<file path="src/rtl/chime_pkg.sv">
package chime_pkg;

    localparam int unsigned ADDR_W    = 3;
    localparam int unsigned DATA_W    = 8;
    localparam int unsigned SCALE_W   = 5;
    localparam int unsigned LEN_W     = 6;
    localparam int unsigned TEMPO_W   = 4;
    localparam int unsigned DUTY_W    = 4;
    localparam int unsigned BFREQ_W   = 3;
    localparam int unsigned HALF_W    = 7;
    localparam int unsigned NUM_TONES = 29;

    localparam logic [ADDR_W-1:0] A_CTRL  = 3'd0;
    localparam logic [ADDR_W-1:0] A_TEMPO = 3'd1;
    localparam logic [ADDR_W-1:0] A_BUZZ  = 3'd2;
    localparam logic [ADDR_W-1:0] A_SCALE = 3'd3;
    localparam logic [ADDR_W-1:0] A_LEN   = 3'd4;

    typedef enum logic [1:0] {
        PAT_OFF    = 2'd0,
        PAT_CONT   = 2'd1,
        PAT_SINGLE = 2'd2,
        PAT_GATED  = 2'd3
    } buzz_pat_e;

    typedef struct packed {
        logic [SCALE_W-1:0] scale;
        logic [LEN_W-1:0]   len;
    } note_t;

    // Half period in clocks for each pitch code; codes past the table are rests.
    function automatic logic [HALF_W-1:0] tone_half(input logic [SCALE_W-1:0] code);
        case (code)
            5'd0:  tone_half = 7'd64;
            5'd1:  tone_half = 7'd60;
            5'd2:  tone_half = 7'd57;
            5'd3:  tone_half = 7'd54;
            5'd4:  tone_half = 7'd51;
            5'd5:  tone_half = 7'd48;
            5'd6:  tone_half = 7'd45;
            5'd7:  tone_half = 7'd43;
            5'd8:  tone_half = 7'd40;
            5'd9:  tone_half = 7'd38;
            5'd10: tone_half = 7'd36;
            5'd11: tone_half = 7'd34;
            5'd12: tone_half = 7'd32;
            5'd13: tone_half = 7'd30;
            5'd14: tone_half = 7'd28;
            5'd15: tone_half = 7'd27;
            5'd16: tone_half = 7'd25;
            5'd17: tone_half = 7'd24;
            5'd18: tone_half = 7'd22;
            5'd19: tone_half = 7'd20;
            5'd20: tone_half = 7'd18;
            5'd21: tone_half = 7'd16;
            5'd22: tone_half = 7'd14;
            5'd23: tone_half = 7'd12;
            5'd24: tone_half = 7'd10;
            5'd25: tone_half = 7'd8;
            5'd26: tone_half = 7'd4;
            5'd27: tone_half = 7'd2;
            default: tone_half = 7'd1;
        endcase
    endfunction

endpackage

</file>
<file path="src/rtl/chime_regs.sv">
module chime_regs
    import chime_pkg::*;
(
    input  logic                clk,
    input  logic                rst_n,
    input  logic                wr_en,
    input  logic [ADDR_W-1:0]   wr_addr,
    input  logic [DATA_W-1:0]   wr_data,
    output logic                en,
    output logic                mode,
    output buzz_pat_e           pattern,
    output logic [TEMPO_W-1:0]  tempo,
    output logic [DUTY_W-1:0]   duty,
    output logic [BFREQ_W-1:0]  bfreq,
    output logic                ctrl_wr,
    output logic                mel_clear,
    output logic                commit,
    output note_t               commit_note
);

    typedef struct packed {
        logic               en;
        logic               mode;
        buzz_pat_e          pattern;
        logic [TEMPO_W-1:0] tempo;
        logic [DUTY_W-1:0]  duty;
        logic [BFREQ_W-1:0] bfreq;
        logic [SCALE_W-1:0] stage;
    } reg_state_t;

    reg_state_t q, d;

    always_comb begin
        d           = q;
        ctrl_wr     = wr_en && (wr_addr == A_CTRL);
        mel_clear   = ctrl_wr && (!wr_data[0] || wr_data[1]);
        commit      = wr_en && (wr_addr == A_LEN) && q.en && !q.mode
                      && (wr_data[LEN_W-1:0] != '0);
        commit_note = '{scale: q.stage, len: wr_data[LEN_W-1:0]};
        if (wr_en) begin
            case (wr_addr)
                A_CTRL: begin
                    d.en      = wr_data[0];
                    d.mode    = wr_data[1];
                    d.pattern = buzz_pat_e'(wr_data[3:2]);
                end
                A_TEMPO: d.tempo = wr_data[TEMPO_W-1:0];
                A_BUZZ: begin
                    d.duty  = wr_data[DUTY_W-1:0];
                    d.bfreq = wr_data[DUTY_W+BFREQ_W-1:DUTY_W];
                end
                A_SCALE: d.stage = wr_data[SCALE_W-1:0];
                default: ;
            endcase
        end
    end

    always_ff @(posedge clk or negedge rst_n) begin
        if (!rst_n) q <= '0;
        else        q <= d;
    end

    assign en      = q.en;
    assign mode    = q.mode;
    assign pattern = q.pattern;
    assign tempo   = q.tempo;
    assign duty    = q.duty;
    assign bfreq   = q.bfreq;

endmodule

</file>
<file path="src/rtl/chime_melody.sv">
module chime_melody
    import chime_pkg::*;
#(
    parameter int unsigned TICK_UNIT = 64
)(
    input  logic               clk,
    input  logic               rst_n,
    input  logic               run,
    input  logic               clear,
    input  logic               commit,
    input  note_t              commit_note,
    input  logic [TEMPO_W-1:0] tempo,
    output logic               tone,
    output logic               irq
);

    localparam int unsigned TICK_MAX = ((1 << TEMPO_W) - 1) * TICK_UNIT;
    localparam int unsigned TICK_W   = $clog2(TICK_MAX + 1);

    typedef struct packed {
        logic               buf_v;
        note_t              buf_n;
        logic               cur_v;
        note_t              cur_n;
        logic [LEN_W-1:0]   len_cnt;
        logic [TICK_W-1:0]  tick_cnt;
        logic [HALF_W-1:0]  tone_cnt;
        logic               out;
        logic               irq;
    } mel_state_t;

    mel_state_t q, d;

    logic [TEMPO_W-1:0] tempo_eff;
    logic [TICK_W-1:0]  tick_last;
    logic [HALF_W-1:0]  half;
    logic               audible;
    logic               note_end;

    always_comb begin
        tempo_eff = (tempo == '0) ? TEMPO_W'(1) : tempo;
        tick_last = TICK_W'(32'(tempo_eff) * TICK_UNIT - 32'd1);
        half      = tone_half(q.cur_n.scale);
        audible   = q.cur_n.scale < SCALE_W'(NUM_TONES);
        note_end  = q.cur_v && (q.tick_cnt == tick_last)
                    && (q.len_cnt == q.cur_n.len - LEN_W'(1));

        d     = q;
        d.irq = 1'b0;

        if (q.cur_v) begin
            if (q.tone_cnt >= half - HALF_W'(1)) begin
                d.tone_cnt = '0;
                d.out      = audible && !q.out;
            end else begin
                d.tone_cnt = q.tone_cnt + HALF_W'(1);
            end
            if (q.tick_cnt >= tick_last) begin
                d.tick_cnt = '0;
                d.len_cnt  = q.len_cnt + LEN_W'(1);
            end else begin
                d.tick_cnt = q.tick_cnt + TICK_W'(1);
            end
        end

        if (q.buf_v && (!q.cur_v || note_end)) begin
            d.cur_v    = 1'b1;
            d.cur_n    = q.buf_n;
            d.buf_v    = 1'b0;
            d.len_cnt  = '0;
            d.tick_cnt = '0;
            d.tone_cnt = '0;
            d.out      = 1'b0;
            d.irq      = 1'b1;
        end else if (note_end) begin
            d.cur_v    = 1'b0;
            d.len_cnt  = '0;
            d.tick_cnt = '0;
            d.tone_cnt = '0;
            d.out      = 1'b0;
        end

        if (commit) begin
            d.buf_v = 1'b1;
            d.buf_n = commit_note;
        end

        if (!run || clear) d = '0;
    end

    always_ff @(posedge clk or negedge rst_n) begin
        if (!rst_n) q <= '0;
        else        q <= d;
    end

    assign tone = q.out;
    assign irq  = q.irq;

endmodule

</file>
<file path="src/rtl/chime_buzzer.sv">
module chime_buzzer
    import chime_pkg::*;
#(
    parameter int unsigned BURST_PERIODS = 8,
    parameter int unsigned GATE_PERIODS  = 4
)(
    input  logic               clk,
    input  logic               rst_n,
    input  logic               run,
    input  logic               restart,
    input  buzz_pat_e          pattern,
    input  logic [DUTY_W-1:0]  duty,
    input  logic [BFREQ_W-1:0] bfreq,
    output logic               tone
);

    localparam int unsigned PC_W    = DUTY_W + (1 << BFREQ_W) - 1;
    localparam int unsigned PER_MAX = (BURST_PERIODS > 2 * GATE_PERIODS)
                                      ? BURST_PERIODS : 2 * GATE_PERIODS;
    localparam int unsigned PER_W   = $clog2(PER_MAX + 1);

    typedef struct packed {
        logic [PC_W-1:0]  pcnt;
        logic [PER_W-1:0] per;
        logic             out;
    } buz_state_t;

    buz_state_t q, d;

    logic [PC_W-1:0] per_last;
    logic [PC_W-1:0] high_len;
    logic            gate_on;

    always_comb begin
        per_last = PC_W'((32'd16 << bfreq) - 32'd1);
        high_len = PC_W'(32'(duty) << bfreq);
        case (pattern)
            PAT_CONT:   gate_on = 1'b1;
            PAT_SINGLE: gate_on = q.per < PER_W'(BURST_PERIODS);
            PAT_GATED:  gate_on = q.per < PER_W'(GATE_PERIODS);
            default:    gate_on = 1'b0;
        endcase

        d     = q;
        d.out = run && gate_on && (q.pcnt < high_len);

        if (run) begin
            if (q.pcnt >= per_last) begin
                d.pcnt = '0;
                case (pattern)
                    PAT_SINGLE: if (q.per < PER_W'(BURST_PERIODS))
                                    d.per = q.per + PER_W'(1);
                    PAT_GATED:  d.per = (q.per >= PER_W'(2 * GATE_PERIODS - 1))
                                        ? '0 : q.per + PER_W'(1);
                    default:    d.per = '0;
                endcase
            end else begin
                d.pcnt = q.pcnt + PC_W'(1);
            end
        end else begin
            d = '0;
        end

        if (restart) d = '0;
    end

    always_ff @(posedge clk or negedge rst_n) begin
        if (!rst_n) q <= '0;
        else        q <= d;
    end

    assign tone = q.out;

endmodule

</file>
<file path="src/rtl/chime_core.sv">
module chime_core
    import chime_pkg::*;
#(
    parameter int unsigned TICK_UNIT     = 64,
    parameter int unsigned BURST_PERIODS = 8,
    parameter int unsigned GATE_PERIODS  = 4
)(
    input  logic              clk,
    input  logic              rst_n,
    input  logic              wr_en,
    input  logic [ADDR_W-1:0] wr_addr,
    input  logic [DATA_W-1:0] wr_data,
    output logic              audio_out,
    output logic              note_irq
);

    logic               reg_en;
    logic               reg_mode;
    buzz_pat_e          reg_pat;
    logic [TEMPO_W-1:0] reg_tempo;
    logic [DUTY_W-1:0]  reg_duty;
    logic [BFREQ_W-1:0] reg_bfreq;
    logic               ctrl_wr;
    logic               mel_clear;
    logic               commit;
    note_t              commit_note;
    logic               mel_tone;
    logic               buz_tone;

    chime_regs u_regs (
        .clk         (clk),
        .rst_n       (rst_n),
        .wr_en       (wr_en),
        .wr_addr     (wr_addr),
        .wr_data     (wr_data),
        .en          (reg_en),
        .mode        (reg_mode),
        .pattern     (reg_pat),
        .tempo       (reg_tempo),
        .duty        (reg_duty),
        .bfreq       (reg_bfreq),
        .ctrl_wr     (ctrl_wr),
        .mel_clear   (mel_clear),
        .commit      (commit),
        .commit_note (commit_note)
    );

    chime_melody #(.TICK_UNIT(TICK_UNIT)) u_melody (
        .clk         (clk),
        .rst_n       (rst_n),
        .run         (reg_en && !reg_mode),
        .clear       (mel_clear),
        .commit      (commit),
        .commit_note (commit_note),
        .tempo       (reg_tempo),
        .tone        (mel_tone),
        .irq         (note_irq)
    );

    chime_buzzer #(
        .BURST_PERIODS (BURST_PERIODS),
        .GATE_PERIODS  (GATE_PERIODS)
    ) u_buzzer (
        .clk     (clk),
        .rst_n   (rst_n),
        .run     (reg_en && reg_mode),
        .restart (ctrl_wr),
        .pattern (reg_pat),
        .duty    (reg_duty),
        .bfreq   (reg_bfreq),
        .tone    (buz_tone)
    );

    assign audio_out = reg_mode ? buz_tone : mel_tone;

endmodule

</file>
<file path="config.mk">
export PLATFORM = sky130hd
export DESIGN_NAME = chime_core
export DESIGN_NICKNAME = d
export VERILOG_FILES = /design/src/rtl/chime_pkg.sv /design/src/rtl/chime_regs.sv /design/src/rtl/chime_melody.sv /design/src/rtl/chime_buzzer.sv /design/src/rtl/chime_core.sv
export SDC_FILE = /design/constraint.sdc
export NUM_CORES = 1
export LEC_CHECK = 0
export BUFFER_PORTS_ARGS = -buffer_cell sky130_fd_sc_hd__buf_2
export CAP_MARGIN = 25
export CORE_MARGIN = 4
export CORE_UTILIZATION = 40
export CTS_BUF_LIST = sky130_fd_sc_hd__clkbuf_2
export DETAILED_ROUTE_END_ITERATION = 6
export HOLD_SLACK_MARGIN = 0.15
export PLACE_DENSITY_LB_ADDON = 0.05
export SYNTH_ARGS = -nofsm -noshare
export SYNTH_HDL_FRONTEND = slang
export SYNTH_SLANG_ARGS = --single-unit
</file>
<file path="constraint.sdc">
create_clock -name clk -period 5.2 [get_ports clk]
set_clock_uncertainty 0.15 [all_clocks]
set_input_delay 0.52 -clock clk [delete_from_list [all_inputs] [get_ports clk]]
set_output_delay 0.52 -clock clk [all_outputs]
set_load 0.05 [all_outputs]
</file>
# Word level (Yosys, flattened, before mapping)

Memories as Yosys holds them, arrays and structs flattened.
Cells that the tools add are included.

Output and inout bits: 2
Logic and storage cells: 116
ROM bits: 224
Register bits after elaboration: 85
Memories kept: 1
Bits of input ports: 14

Magnitude comparators: 8
Reductions and logical operators: 39
Shift operators: 2
Eq/ne operators: 11
Mux-type cells: 25
Add/subtract/negate cells: 9

Memory list:

| name             | depth | bits a word | read ports | clocked after Yosys merged registers in | wr ports | line            | RTL |
|---|---|---|---|---|---|---|---|
| (name not given) | 32    | 7           | 1          | 0                                       | 0        | chime_pkg.sv:33 | `case (code)` |

Operator list:

| kind                    | count |
|---|---|
| $mux W24                | 3 |
| $mux W49                | 1 |
| $mux W11                | 2 |
| $mux W16                | 1 |
| $mux W4                 | 4 |
| $mux W15                | 1 |
| $logic_and A1 B1 Y1     | 14 |
| $reduce_and A2 Y1       | 7 |
| $mux W12                | 1 |
| $reduce_bool A4 Y1      | 3 |
| $add A11 B1 Y11 const B | 1 |
| $ge A11 B11 Y1          | 1 |
| $lt A11 B11 Y1          | 1 |
| $shl A4 B3 Y11          | 1 |
| $shl A5 B3 Y11 const A  | 1 |
| $sub A11 B1 Y11 const B | 1 |
| $add A10 B1 Y10 const B | 1 |
| $eq A10 B10 Y1          | 1 |
| $ge A10 B10 Y1          | 1 |
| $mux W10                | 1 |
| $sub A10 B1 Y10 const B | 1 |
| $pmux W4 S2             | 1 |
| $add A7 B1 Y7 const B   | 1 |
| $ge A7 B7 Y1            | 1 |
| 27 further kinds        | 43 |

# Logic depth before layout (Yosys ltp)

Gate-level depths: netlist of the first run.

Word-level depth: 11
Depth in mapped cells: 14
Depth with buffers taken out: 14

# By module

A second synthesis of the first run with hierarchy kept.

Cells, all modules: 540
Area, all modules: 5411.4 sq um

By module, submodules not included:

| module       | area an instance (sq um) | sequential area each (sq um) | times used | cells each |
|---|---|---|---|---|
| chime_melody | 3135.5                   | 1226.2                       | 1          | 318 |
| chime_buzzer | 1371.3                   | 400.4                        | 1          | 161 |
| chime_regs   | 873.3                    | 500.5                        | 1          | 58 |
| chime_core   | 31.3                     | 0.0                          | 1          | 3 |

# Worst setup path after synthesis of the first run

OpenSTA, ideal clock, no wires.

Kind: reg2reg
Start: register u_melody.q[32] (netlist name)
End: register u_melody.q[5] (netlist name)
Period minus slack after synthesis: 3.896 ns
Stages on the path, launching flop included: 14
Arrival: 3.651 ns
Required time: 4.955 ns
Setup time: 0.095 ns
Buffers on the path: 0
Path slack: 1.304 ns
Path through: dfrtp_1 inv_1 ha_1 mux2_2 a22oi_1 nor4b_2 nand3_1 a41oi_1 ha_1 and3_1 a221oi_1 o21ai_0 or3_1 o31ai_1

Longest elaborated chain between the ends: 8

RTL lines:

| what                   | line               | RTL |
|---|---|---|
| from (decl)            | chime_melody.sv:32 | `mel_state_t q, d;` |
| from (signal assigned) | chime_melody.sv:92 | `if (!rst_n) q <= '0;` |
| from (signal assigned) | chime_melody.sv:93 | `else q <= d;` |
| $mem_v2 Z32 W7         | --                 |  |
| $sub A7 B1 Y7          | chime_melody.sv:52 | `if (q.tone_cnt >= half - HALF_W'(1)) begin` |
| $ge A7 B7 Y1           | chime_melody.sv:52 |  |
| $mux W7                | chime_melody.sv:52 |  |
| $mux W24               | chime_melody.sv:51 | `if (q.cur_v) begin` |
| $mux W24               | chime_melody.sv:75 | `end else if (note_end) begin` |
| $mux W24               | chime_melody.sv:66 | `if (q.buf_v && (!q.cur_v \|\| note_end)) begin` |
| $mux W49               | chime_melody.sv:88 | `if (!run \|\| clear) d = '0;` |

Every way passes these cells. The select of a mux whose other input is x is not followed.
A chain may end at the register's enable or synchronous reset.

# Final worst setup path of the first run

Start: register u_melody.q[32] (netlist name)
End: register u_melody.q[6] (netlist name)

Same word-level chain as after synthesis.

==> impl_results.md, run 1 <==
- Outcome: completed
- CP top delay family: compound AO/OA/AOI/OAI gates
- Yosys cell types: 59
- R2R depth: 13
- Number of cells on the critical path: 13
- Top-count cell post-synth: dfrtp_1
- First-pass GRT wire length: 19460 um
- Worst Hold Slack: 0.2625 ns
- Main synth FF type: dfrtp_1
- RSZ-0062 raised after global routing: no
- Layout fillers: 1303
- Power per cell area: 234.9 nW/um^2
- Crit path to: u_melody.q[6]
- CP max-delay cell: dfrtp_1
- Hold WC Path Type: in2reg
- GRT overflow: 0
- CTS tree: built
- Cell Rows: 41
- Post-route DRC: 0
- # IOs: 16
- Initial antenna violation count: 0
- Share of synthesized registers carrying an async set or reset: 1.000
- Final period utilization: 0.8566
- Synth top area share: 0.4066
- Final ANT Viol Nets: 0
- Final setup viols: 0
- Yosys warns: 0
- Max-slew violation count: 0
- Max-cap viol count: 0
- Clock sinks: 85
- DR vias: 3995
- Root Buffer Master: clkbuf_2
- Number of global-route vias before repair: 3958
- Max Freq: 0.2245 GHz
- Total Power: 1.336 mW
- Core ar.: 12720 um^2
- Reg area: 2127 um^2
- Placed cell count: 703
- Worst Max-Slew Pin Slew: 0.9450 ns
- Number of diodes: 0
- IO Port Bufs: 14
- Total GRT Usage: 0.1617
- Die Y: 122.4 um
- Setup TNS: 0 ns
- GP Congestion: 0.7852
- Wire per inst: 15.36 um
- Starting Density: 0.4112
- Final worst setup slack: 0.7457 ns
- Final Non-Filler Cells: 732
- Post-cts resize count: 0
- Seq/Total Area, Yosys: 0.4066
- Area Overhead vs Synth: 8.682%
- Nets: 613
- CTS buffer count: 9
- CP Capture Type: register
- Maximum vdd ir drop: 159.1 uV
- CTS H-tree lvls: 3
- Share of layout cells above drive strength 1: 0.1179
- Clock-pin slew on the worst setup and hold paths: 0.23 ns
- Maximum root-to-sink buffer count: 2
- Clock latency on the worst-skew pair: 0.55 ns
- Crit-path max cell delay: 0.54 ns
- Worst slew margin: 0.3700
- Nature of the critical path startpoint: register
- Post-synth EDFFs: 0
- Largest net degree at the start of global routing: 64
- Reg-to-Reg End: u_melody.q[6]
- Post-Place Worst Slack: 0.7491 ns
- Worst Setup SP: u_melody.q[32]
- Leak: 2.573 nW
- Gate Count Post-Synth: 531
- CP Class: reg2reg
- Area of the multi-input gates: 2954 um^2
- Synthesized flop and latch total: 85
- Buffers plus inverters on the worst setup path: 1
- Count of final hold-check violations: 0
- Syn avg cell area: 9.852 um^2
- Worst path cell trace: inv_1, ha_1, mux2_2, a22oi_1, nor4b_2, nand3_1, a41oi_1, ha_1, and3_1, a221oi_1, o21ai_0, or3_1, o31ai_1
- Syn Std Cell Area: 5231 um^2
- Most frequent CP cell: ha_1
- Worst r2r src: u_melody.q[32]
- Routed vias/inst: 5.458
- CP arrival: 4.78 ns
- Pre-antenna DRT Iters: 4
- 1st-iter DRT viols: 176
- DIE WIDTH: 122.4 um
- HPWL Detailed: 8122 um
- Area leader, netlist: dfrtp_1
- Worst path required time: 5.53 ns
- Routed wire length: 11250 um
- Top post-synthesis cells by count: 85 x dfrtp_1, 44 x ha_1, 40 x nand2_1
- Die area: 14970 um^2
- Ranking of synthesized cells by area: dfrtp_1 41%, ha_1 11%, mux2_2 5.4%
- Syn_nets: 589
- R2R setup slack: 0.75 ns
- Period minus WS final: 4.454 ns
- Peak fanout along the critical path: 8
-- cell type report --
| type | count | area share |
|---|---|---|
| multi-input cells | 407 | 0.5196 |
| flip-flops and latches | 85 | 0.3741 |
| repair buffers | 31 | 0.04049 |
| well taps | 172 | 0.03785 |
| inverters | 21 | 0.01386 |
| clock buffers | 10 | 0.008803 |
| clock inverters | 6 | 0.005282 |
-- state kept, by name, indices dropped and copies added (netlist names) --
register            count
u_regs.mode             1
u_regs.pattern          2
u_regs.duty             4
u_melody.q             47
u_buzzer.q             15
u_melody.irq            1
u_regs.en               1
u_regs.commit_note      5
u_regs.tempo            4
u_buzzer.tone           1
u_regs.bfreq            3
u_melody.tone           1
-- report_power, final --
part | internal, mW | total, mW | switching [mW]
clock network | 0.0592 | 0.284 | 0.225
registers | 0.702 | 0.759 | 0.0573
logic | 0.129 | 0.292 | 0.164
total | 0.890 | 1.34 | 0.446
-- worst reg2reg max path, stage by stage (launching register included) --
cell	delay (ns)
dfrtp_1	0.54
inv_1	0.17
ha_1	0.26
mux2_2	0.28
a22oi_1	0.33
nor4b_2	0.48
nand3_1	0.19
a41oi_1	0.28
ha_1	0.27
and3_1	0.19
a221oi_1	0.33
o21ai_0	0.20
or3_1	0.44
o31ai_1	0.28
-- worst min-delay path by stage --
stage	from	end	slack (ns)	cells past startpoint
after floorplan	rst_n	u_buzzer.q[10]	0.07	0
after global placement	rst_n	u_melody.q[3]	0.28	1
final	wr_addr[1]	u_regs.tempo[0]	0.26	3
after global routing	wr_addr[1]	u_regs.tempo[0]	0.20	3
after detailed placement	rst_n	u_melody.q[3]	0.29	1
after CTS	wr_addr[1]	u_regs.tempo[0]	0.18	3
-- cell families after synthesis --
logic type	after synthesis	share of synthesized area
xor gates and xnor gates	21	0.03516
buffers and inverters	39	0.02870
muxes	29	0.06147
and+or+nand+nor	167	0.1631
adders and majority gates	44	0.1052
AOI/OAI and AO/OA	146	0.1997
DFF	85	0.4066
-- per-layer routing --
| layer | track usage | share of wire |
|---|---|---|
| met5 | 0 | 0 |
| met4 | 0.04969 | 0.015 |
| met3 | 0.03779 | 0.023 |
| met2 | 0.2714 | 0.47 |
| met1 | 0.2074 | 0.49 |
-- repair_timing --
item | CTS | global route
buffers inserted | 0 | 0
hold buffers | 12 | 0
endpoints found under the hold margin | 48 | 0
-- through the flow --
step / cell area [um^2] / utilization
6_report: 5685 / 0.4469
5_1_grt: 5685 / 0.4469
4_1_cts: 5678 / 0.4463
3_5_place_dp: 5478 / 0.4306
3_3_place_gp: 5478 / 0.4306
2_1_floorplan: 5231 / -
-- layout by cell type (no fill, tap or decap), drive strengths merged, types with 7 or more instances in the layout --
cell type and n:
a21o 9, nand3 23, and3 11, inv 21, o21ai 28, clkbuf 10
buf 19, a21oi 25, a22o 24, xnor2 7, nand2 40, nor2b 13
xor2 14, ha 44, dfrtp 85, nor2 31, o31ai 12, a31oi 11
dlygate4sd3 12, nor3 11, nand4 7, mux2 25, nand2b 10
Power figures use the tool's default switching activity.
==> run 2, diff against run 1 <==
--- a/config.mk
+++ b/config.mk
@@ -13,6 +13,8 @@
 export DETAILED_ROUTE_END_ITERATION = 6
 export HOLD_SLACK_MARGIN = 0.15
 export PLACE_DENSITY_LB_ADDON = 0.05
+export SETUP_SLACK_MARGIN = 0.02
 export SYNTH_ARGS = -nofsm -noshare
 export SYNTH_HDL_FRONTEND = slang
+export SYNTH_HIERARCHICAL = 1
 export SYNTH_SLANG_ARGS = --single-unit
==> run 2 against run 1 <==
Against the previous run: global-route usage is 0.14 points higher; fmax is 1.4% lower; combinational power is 11% higher; first-iteration DRC count is 56% higher; sequential share of layout area is 1.2 points lower; power is 11% higher; design area is 3.3% higher; critical path depth stayed put; flip-flop and latch count stayed put; sequential power is 2% higher; cell count is 1.1% higher; register-to-register slack worse by 0.06 ns; critical path type unchanged; largest cell class unchanged; highest routed layer unchanged.
==> impl_results.md, run 2 <==
- Outcome: completed (unchanged)
- Clock sinks: 85 (unchanged)
- Final ANT Viol Nets: 0 (unchanged)
- Commonest non-fill, non-tap cell in the layout: dfrtp_1 (unchanged)
- CP Class: reg2reg (unchanged)
- Core ar.: 13240 um^2 (was 12720 um^2)
- Maximum vdd ir drop: 119.0 uV (was 159.1 uV)
- DIE WIDTH: 124.3 um (was 122.4 um)
- Clock latency on the worst-skew pair: 0.58 ns (was 0.55 ns)
- Reg with most FFs: u_melody/q (was u_melody.q)
- Yosys warns: 6 (was 0)
- Worst r2r src: u_melody/q[32] (was u_melody.q[32])
- Area Overhead vs Synth: 8.486% (was 8.682%)
- Synthesized flop and latch total: 85 (unchanged)
- R2R depth: 13 (unchanged)
- Seq/Total Area, Yosys: 0.3931 (was 0.4066)
- CTS buffer count: 9 (unchanged)
- Routed vias/inst: 5.430 (was 5.458)
- Worst slew margin: 0.3644 (was 0.3700)
- Met2 wire len: 5365 um (was 5322 um)
- R2R setup slack: 0.68 ns (was 0.75 ns)
- Placed cell count: 713 (was 703)
- Share of layout cells above drive strength 1: 0.1330 (was 0.1179)
- Max Freq: 0.2213 GHz (was 0.2245 GHz)
- First-pass GRT wire length: 20610 um (was 19460 um)
- Peak fanout along the critical path: 9 (was 8)
- Worst path cell trace: inv_1, ha_1, and2_1, o311ai_0, a221oi_1, and3_1, a41o_1, a311oi_1, ha_1, and3_1, a221oi_1, a32oi_4, a211oi_1 (was inv_1, ha_1, mux2_2, a22oi_1, nor4b_2, nand3_1, a41oi_1, ha_1, and3_1, a221oi_1, o21ai_0, or3_1, o31ai_1)
- Clock-pin slew on the worst setup and hold paths: 0.26 ns (was 0.23 ns)
- Initial antenna violation count: 0 (unchanged)
- Number of diodes: 0 (unchanged)
- Hold depth: 3 (unchanged)
- Routed wire length: 11950 um (was 11250 um)
- Area of the multi-input gates: 3075 um^2 (was 2954 um^2)
- Setup Buffers After CTS: 0 (unchanged)
- Count of final hold-check violations: 0 (unchanged)
- DR vias: 4018 (was 3995)
- Number of global-route vias before repair: 3969 (was 3958)
- Syn avg cell area: 10.02 um^2 (was 9.852 um^2)
- Hold WC Path Type: in2reg (unchanged)
- Nature of the critical path startpoint: register (unchanged)
- Worst path required time: 5.56 ns (was 5.53 ns)
- Setup TNS: 0 ns (unchanged)
- Starting Density: 0.4086 (was 0.4112)
- Leak: 2.544 nW (was 2.573 nW)
- 1st-iter DRT viols: 274 (was 176)
- Highest metal used: met4 (unchanged)
- Mux share of post-synthesis cell area: 0.09434 (was 0.06147)
- # IOs: 16 (unchanged)
- Final period utilization: 0.8689 (was 0.8566)
- Pre-antenna DRT Iters: 4 (unchanged)
- Post-cts resize count: 0 (unchanged)
- Reg-to-Reg End: u_melody/q[8] (was u_melody.q[6])
- RSZ-0062 raised after global routing: no (unchanged)
- Met3 WL: 400 um (was 256 um)
- Root Buffer Master: clkbuf_2 (unchanged)
- GRT overflow: 0 (unchanged)
- Max-slew violation count: 0 (unchanged)
- Die area: 15450 um^2 (was 14970 um^2)
- Compound-Gate Fraction of Synth Area: 0.1401 (was 0.1997)
- Final setup viols: 0 (unchanged)
- Worst Max-Slew Pin Slew: 0.9534 ns (was 0.9450 ns)
- CP arrival: 4.88 ns (was 4.78 ns)
- Hold Crit Start: wr_addr[1] (unchanged)
- Max-cap viol count: 0 (unchanged)
- Hold endpoint: u_regs/mode (was u_regs.tempo[0])
- Top-count cell post-synth: dfrtp_1 (unchanged)
- Ranking of synthesized cells by area: dfrtp_1 39%, ha_1 10%, mux2_2 5.0% (was dfrtp_1 41%, ha_1 11%, mux2_2 5.4%)
- CTS H-tree lvls: 3 (unchanged)
- Period minus WS final: 4.518 ns (was 4.454 ns)
- Main synth FF type: dfrtp_1 (unchanged)
- Final Non-Filler Cells: 740 (was 732)
- Synth top area share: 0.3931 (was 0.4066)
- Wire per inst: 16.15 um (was 15.36 um)
- CTS tree: built (unchanged)
- HPWL Detailed: 8650 um (was 8122 um)
- Commonest non-fill, non-tap cells in the layout: 85 x dfrtp_1, 46 x nor2_1, 44 x ha_1, 34 x nand2_1, 25 x inv_1 (was 85 x dfrtp_1, 44 x ha_1, 40 x nand2_1, 31 x nor2_1, 25 x mux2_2)
- Top post-synthesis cells by count: 85 x dfrtp_1, 46 x nor2_1, 44 x ha_1 (was 85 x dfrtp_1, 44 x ha_1, 40 x nand2_1)
- Total GRT Usage: 0.1631 (was 0.1617)
- GP Congestion: 0.7423 (was 0.7852)
- Yosys cell types: 67 (was 59)
- Post-Synth Adder-Cell Area: 0.1017 (was 0.1052)
- Reg area: 2127 um^2 (unchanged)
- CP Capture Type: register (unchanged)
- Area leader, netlist: dfrtp_1 (unchanged)
- Post-synthesis simple-gate area fraction: 0.1843 (was 0.1631)
- Post-route DRC: 0 (unchanged)
- Largest family of logic cells by synthesized area: simple AND/OR/NAND/NOR gates (was compound AO/OA/AOI/OAI gates)
- Die Y: 124.3 um (was 122.4 um)
- Share of synthesized registers carrying an async set or reset: 1.000 (unchanged)
- Layout fillers: 1324 (was 1303)
- Gate Count Post-Synth: 540 (was 531)
- Number of flip-flops in the largest register: 47 (unchanged)
- IO Port Bufs: 14 (unchanged)
- Crit-path max cell delay: 0.58 ns (was 0.54 ns)
- CP max-delay cell: dfrtp_1 (unchanged)
- Worst Setup SP: u_melody/q[32] (was u_melody.q[32])
- Cell Rows: 42 (was 41)
- Syn Std Cell Area: 5411 um^2 (was 5231 um^2)
- Power per cell area: 252.0 nW/um^2 (was 234.9 nW/um^2)
- Met1 wire length: 6076 um (was 5495 um)
- Maximum root-to-sink buffer count: 2 (unchanged)
- Post-synth EDFFs: 0 (unchanged)
- Synth Area in XOR/XNOR: 0.04694 (was 0.03516)
- Nets: 617 (was 613)
- Syn_nets: 598 (was 589)
- Largest net degree at the start of global routing: 72 (was 64)
## run 2: cell count changes after synthesis, sizes merged, moves of 8 or more
cell / change
nor2: +15
a22o: -8
buf: +10
o31ai: -10
mux2i: +14
xnor2: +9
## run 2: cells by family (layout without fill, tap and decap cells)
logic type / count (synthesis) / after routing
AO/OA/AOI/OAI: 105 / 105
XOR/XNOR: 29 / 29
adder cells (fa/ha/maj): 44 / 44
buffers and inverters: 46 / 70
flip-flops: 85 / 85
multiplexers: 45 / 45
AND/OR/NAND/NOR: 186 / 186
## run 2: metal layers
layer  track usage  up-vias
met5             0        -
met4       0.04513        0
met3       0.03388        9
met2        0.2433       54
met1        0.2400     1948
li1              -     2007
## run 2: per-stage QoR
step | hold WS [ns] | instance area [um^2] | total power, mW | setup WS (ns) | util
4_1_cts | 0.1805 | 5833 | 1.506 | 0.7154 | 0.4405
2_1_floorplan | 0.07441 | 5411 | 1.011 | 1.426 | -
3_3_place_gp | 0.2321 | 5619 | 1.097 | 0.9272 | 0.4243
5_1_grt | 0.1664 | 5871 | 1.597 | 0.3255 | 0.4433
6_report | 0.2370 | 5871 | 1.480 | 0.6816 | 0.4433
3_5_place_dp | 0.2366 | 5619 | 1.109 | 0.7734 | 0.4243
## run 2: how the worst max path moves through the flow
stage	cells past startpoint	slack, ns	endpoint
after global placement	13	0.93	u_melody/q[8]
after global routing	13	0.33	u_melody/q[8]
final	13	0.68	u_melody/q[8]
after floorplan	13	1.43	u_melody/tone
after CTS	13	0.72	u_melody/q[8]
after detailed placement	13	0.77	u_melody/q[8]
## run 2: timing repair
action / 4_1_cts / 5_1_grt
hold buffers: 9 / 1
setup endpoints to repair: 0 / 0
endpoints found under the hold margin: 40 / 2
## run 2: cell type report
class | count | share of cell area
clock buffer | 9 | 0.007673
clock inverter | 7 | 0.01343
inverter | 25 | 0.01598
multi-input combinational | 409 | 0.5239
sequential | 85 | 0.3623
tap | 176 | 0.03751
timing repair buffer | 29 | 0.03922
## run 2: worst max-delay path: cells and delay by family (launching register included)
kind / cells / cell delay, ns
simple gates: 3 / 0.65
buf+inv: 1 / 0.18
fa+ha+maj: 2 / 0.65
compound gates: 7 / 2.25
flops: 1 / 0.58
## run 2: power by group
group          switching [mW]  internal, mW  leakage [nW]  total, mW
combinational           0.183         0.142          1.32      0.325
clock                   0.259         0.120        0.0781      0.379
sequential             0.0660         0.709          1.15      0.775
total                   0.509         0.971          2.54       1.48
==> run 3, diff against run 2 <==
--- a/config.mk
+++ b/config.mk
@@ -8,7 +8,7 @@
 export BUFFER_PORTS_ARGS = -buffer_cell sky130_fd_sc_hd__buf_2
 export CAP_MARGIN = 25
 export CORE_MARGIN = 4
-export CORE_UTILIZATION = 40
+export CORE_UTILIZATION = 35
 export CTS_BUF_LIST = sky130_fd_sc_hd__clkbuf_2
 export DETAILED_ROUTE_END_ITERATION = 6
 export HOLD_SLACK_MARGIN = 0.15
==> run 3 against run 2 <==
Against the previous run: count of clock-buffer cells in the layout unchanged; power down 5.4%; die area up 13%; fmax up 2.4%; critical path depth unchanged; highest routed layer unchanged; combinational power about the same; cell count up 1.5%; flip-flop and latch count unchanged; global-route usage down 1.9 points.
==> impl_results.md, run 3 (synthesis gave the netlist of run 2 again) <==
- Worst Hold Slack: 0.2867 ns (was 0.2370 ns)
- Worst slew margin: 0.3841 (was 0.3644)
- Share of layout cells above drive strength 1: 0.1297 (was 0.1330)
- CP arrival: 4.76 ns (was 4.88 ns)
- DR vias: 4027 (was 4018)
- DIE WIDTH: 132.3 um (was 124.3 um)
- HPWL Detailed: 8922 um (was 8650 um)
- Commonest non-fill, non-tap cell in the layout: dfrtp_1 (unchanged)
- Post-cts resize count: 0 (unchanged)
- GP Congestion: 0.8079 (was 0.7423)
- Layout fillers: 1526 (was 1324)
- Worst Max-Slew Pin Slew: 0.9238 ns (was 0.9534 ns)
- Die Y: 132.3 um (was 124.3 um)
- Period minus WS final: 4.411 ns (was 4.518 ns)
- Routed wire length: 12200 um (was 11950 um)
- Area of the multi-input gates: 3075 um^2 (unchanged)
- Post-route DRC: 0 (unchanged)
- Setup TNS: 0 ns (unchanged)
- Peak fanout along the critical path: 9 (unchanged)
- Wire per inst: 16.24 um (was 16.15 um)
- Nature of the critical path startpoint: register (unchanged)
- Power per cell area: 240.3 nW/um^2 (was 252.0 nW/um^2)
- Starting Density: 0.3560 (was 0.4086)
- Max Freq: 0.2267 GHz (was 0.2213 GHz)
- Hold WC Path Type: in2reg (unchanged)
- Nets: 616 (was 617)
- RSZ-0062 raised after global routing: no (unchanged)
- # IOs: 16 (unchanged)
- IO Port Bufs: 14 (unchanged)
- CTS H-tree lvls: 3 (unchanged)
- Reg area: 2127 um^2 (unchanged)
- Final instance area: 5822 um^2 (was 5871 um^2)
- 1st-iter DRT viols: 159 (was 274)
- Maximum vdd ir drop: 134.3 uV (was 119.0 uV)
- Routed vias/inst: 5.362 (was 5.430)
- Clock sinks: 85 (unchanged)
- Core ar.: 15200 um^2 (was 13240 um^2)
- First-pass GRT wire length: 20380 um (was 20610 um)
- Commonest non-fill, non-tap cells in the layout: 85 x dfrtp_1, 46 x nor2_1, 44 x ha_1, 34 x nand2_1, 25 x inv_1 (unchanged)
- Count of final hold-check violations: 0 (unchanged)
- CP Capture Type: register (unchanged)
- CP Class: reg2reg (unchanged)
- Area Overhead vs Synth: 7.584% (was 8.486%)
- Post-Place Worst Slack: 0.7786 ns (was 0.7734 ns)
- Clock-pin slew on the worst setup and hold paths: 0.26 ns (about the same)
- Number of diodes: 0 (unchanged)
- Maximum root-to-sink buffer count: 2 (unchanged)
- Final period utilization: 0.8483 (was 0.8689)
- Final setup viols: 0 (unchanged)
- Cell Rows: 45 (was 42)
- Number of flip-flops in the largest register: 47 (unchanged)
- Pre-antenna DRT Iters: 4 (unchanged)
- GRT overflow: 0 (unchanged)
- CTS tree: built (unchanged)
- Root Buffer Master: clkbuf_2 (unchanged)
- CTS buffer count: 9 (unchanged)
- Placed inst area: 5634 um^2 (was 5619 um^2)
- Outcome: completed (unchanged)
- Clock latency on the worst-skew pair: 0.57 ns (was 0.58 ns)
- Largest net degree at the start of global routing: 63 (was 72)
- Max-slew violation count: 0 (unchanged)
- Worst path required time: 5.55 ns (was 5.56 ns)
- Leak: 2.508 nW (was 2.544 nW)
- Number of global-route vias before repair: 3903 (was 3969)
- Final worst setup slack: 0.7890 ns (was 0.6816 ns)
- Total Power: 1.399 mW (was 1.480 mW)
- Die area: 17520 um^2 (was 15450 um^2)
- Reg with most FFs: u_melody/q (unchanged)
- Initial antenna violation count: 0 (unchanged)
- Total GRT Usage: 0.1437 (was 0.1631)
- Final ANT Viol Nets: 0 (unchanged)
- Max-cap viol count: 0 (unchanged)
==> run 3: changes by cell type in the layout (fill, tap and decap cells not counted) <==
cell,change
clkinv_1,+1
buf_16,-1
clkinvlp_4,+2
inv_6,-5
clkinv_4,+1
bufinv_16,-1
clkinv_2,+2
==> run 3: repair_timing <==
item,in CTS,in global routing
buffers inserted,0,0
hold buffers,10,0
endpoints found under the hold margin,44,0
==> run 3: final cells by class <==
| type | instances | share of cell area |
|---|---|---|
| clock buffers | 9 | 0.007737 |
| repair buffers | 28 | 0.03482 |
| well taps | 188 | 0.04040 |
| inverters | 25 | 0.01612 |
| flip-flops and latches | 85 | 0.3654 |
| multi-input cells | 409 | 0.5283 |
| clock inverters | 7 | 0.007307 |
==> run 3: final timing paths <==
kind / startpoint / end / slack, ns / cells after the start
setup / recovery: u_melody/q[32] / u_melody/q[8] / 0.79 / 13
hold / removal: wr_addr[2] / u_regs/en / 0.29 / 3
setup reg to reg: u_melody/q[32] / u_melody/q[8] / 0.79 / 13
hold reg to reg: u_melody/q[39] / u_melody/q[27] / 0.36 / 1
max in group asynchronous: rst_n / u_melody/q[17] / 2.94 / 4
min in group asynchronous: rst_n / u_melody/q[22] / 0.70 / 3
==> run 3: critical path: stages (launching register included) <==
cell and delay [ns]:
dfrtp_1 0.56, inv_1 0.18, ha_1 0.36, and2_1 0.13, o311ai_0 0.14, a221oi_1 0.55, and3_1 0.31, nand2_1 0.10
a311oi_1 0.32, ha_1 0.29, and3_1 0.20, a221oi_1 0.58, a32oi_4 0.26, a211oi_1 0.23
==> run 3: metal layers <==
layer,track usage,routed length [um],up-vias,part of all wire
met5,0,0,-,0
met4,0.05023,179,0,0.015
met1,0.2136,6266,1955,0.51
met3,0.01985,420,12,0.034
met2,0.2136,5330,55,0.44
li1,-,-,2005,-
==> run 3: power breakdown <==
group | internal [mW] | leakage, nW | switching, mW | total, mW
clock network | 0.0592 | 0.0551 | 0.239 | 0.298
logic | 0.140 | 1.31 | 0.186 | 0.326
registers | 0.709 | 1.15 | 0.0656 | 0.775
total | 0.909 | 2.51 | 0.491 | 1.40
==> run 3: through the flow <==
step           std cells    util
2_1_floorplan        540       -
3_3_place_gp         725  0.3706
3_5_place_dp         725  0.3706
4_1_cts              751  0.3830
5_1_grt              751  0.3830
6_report             751  0.3830
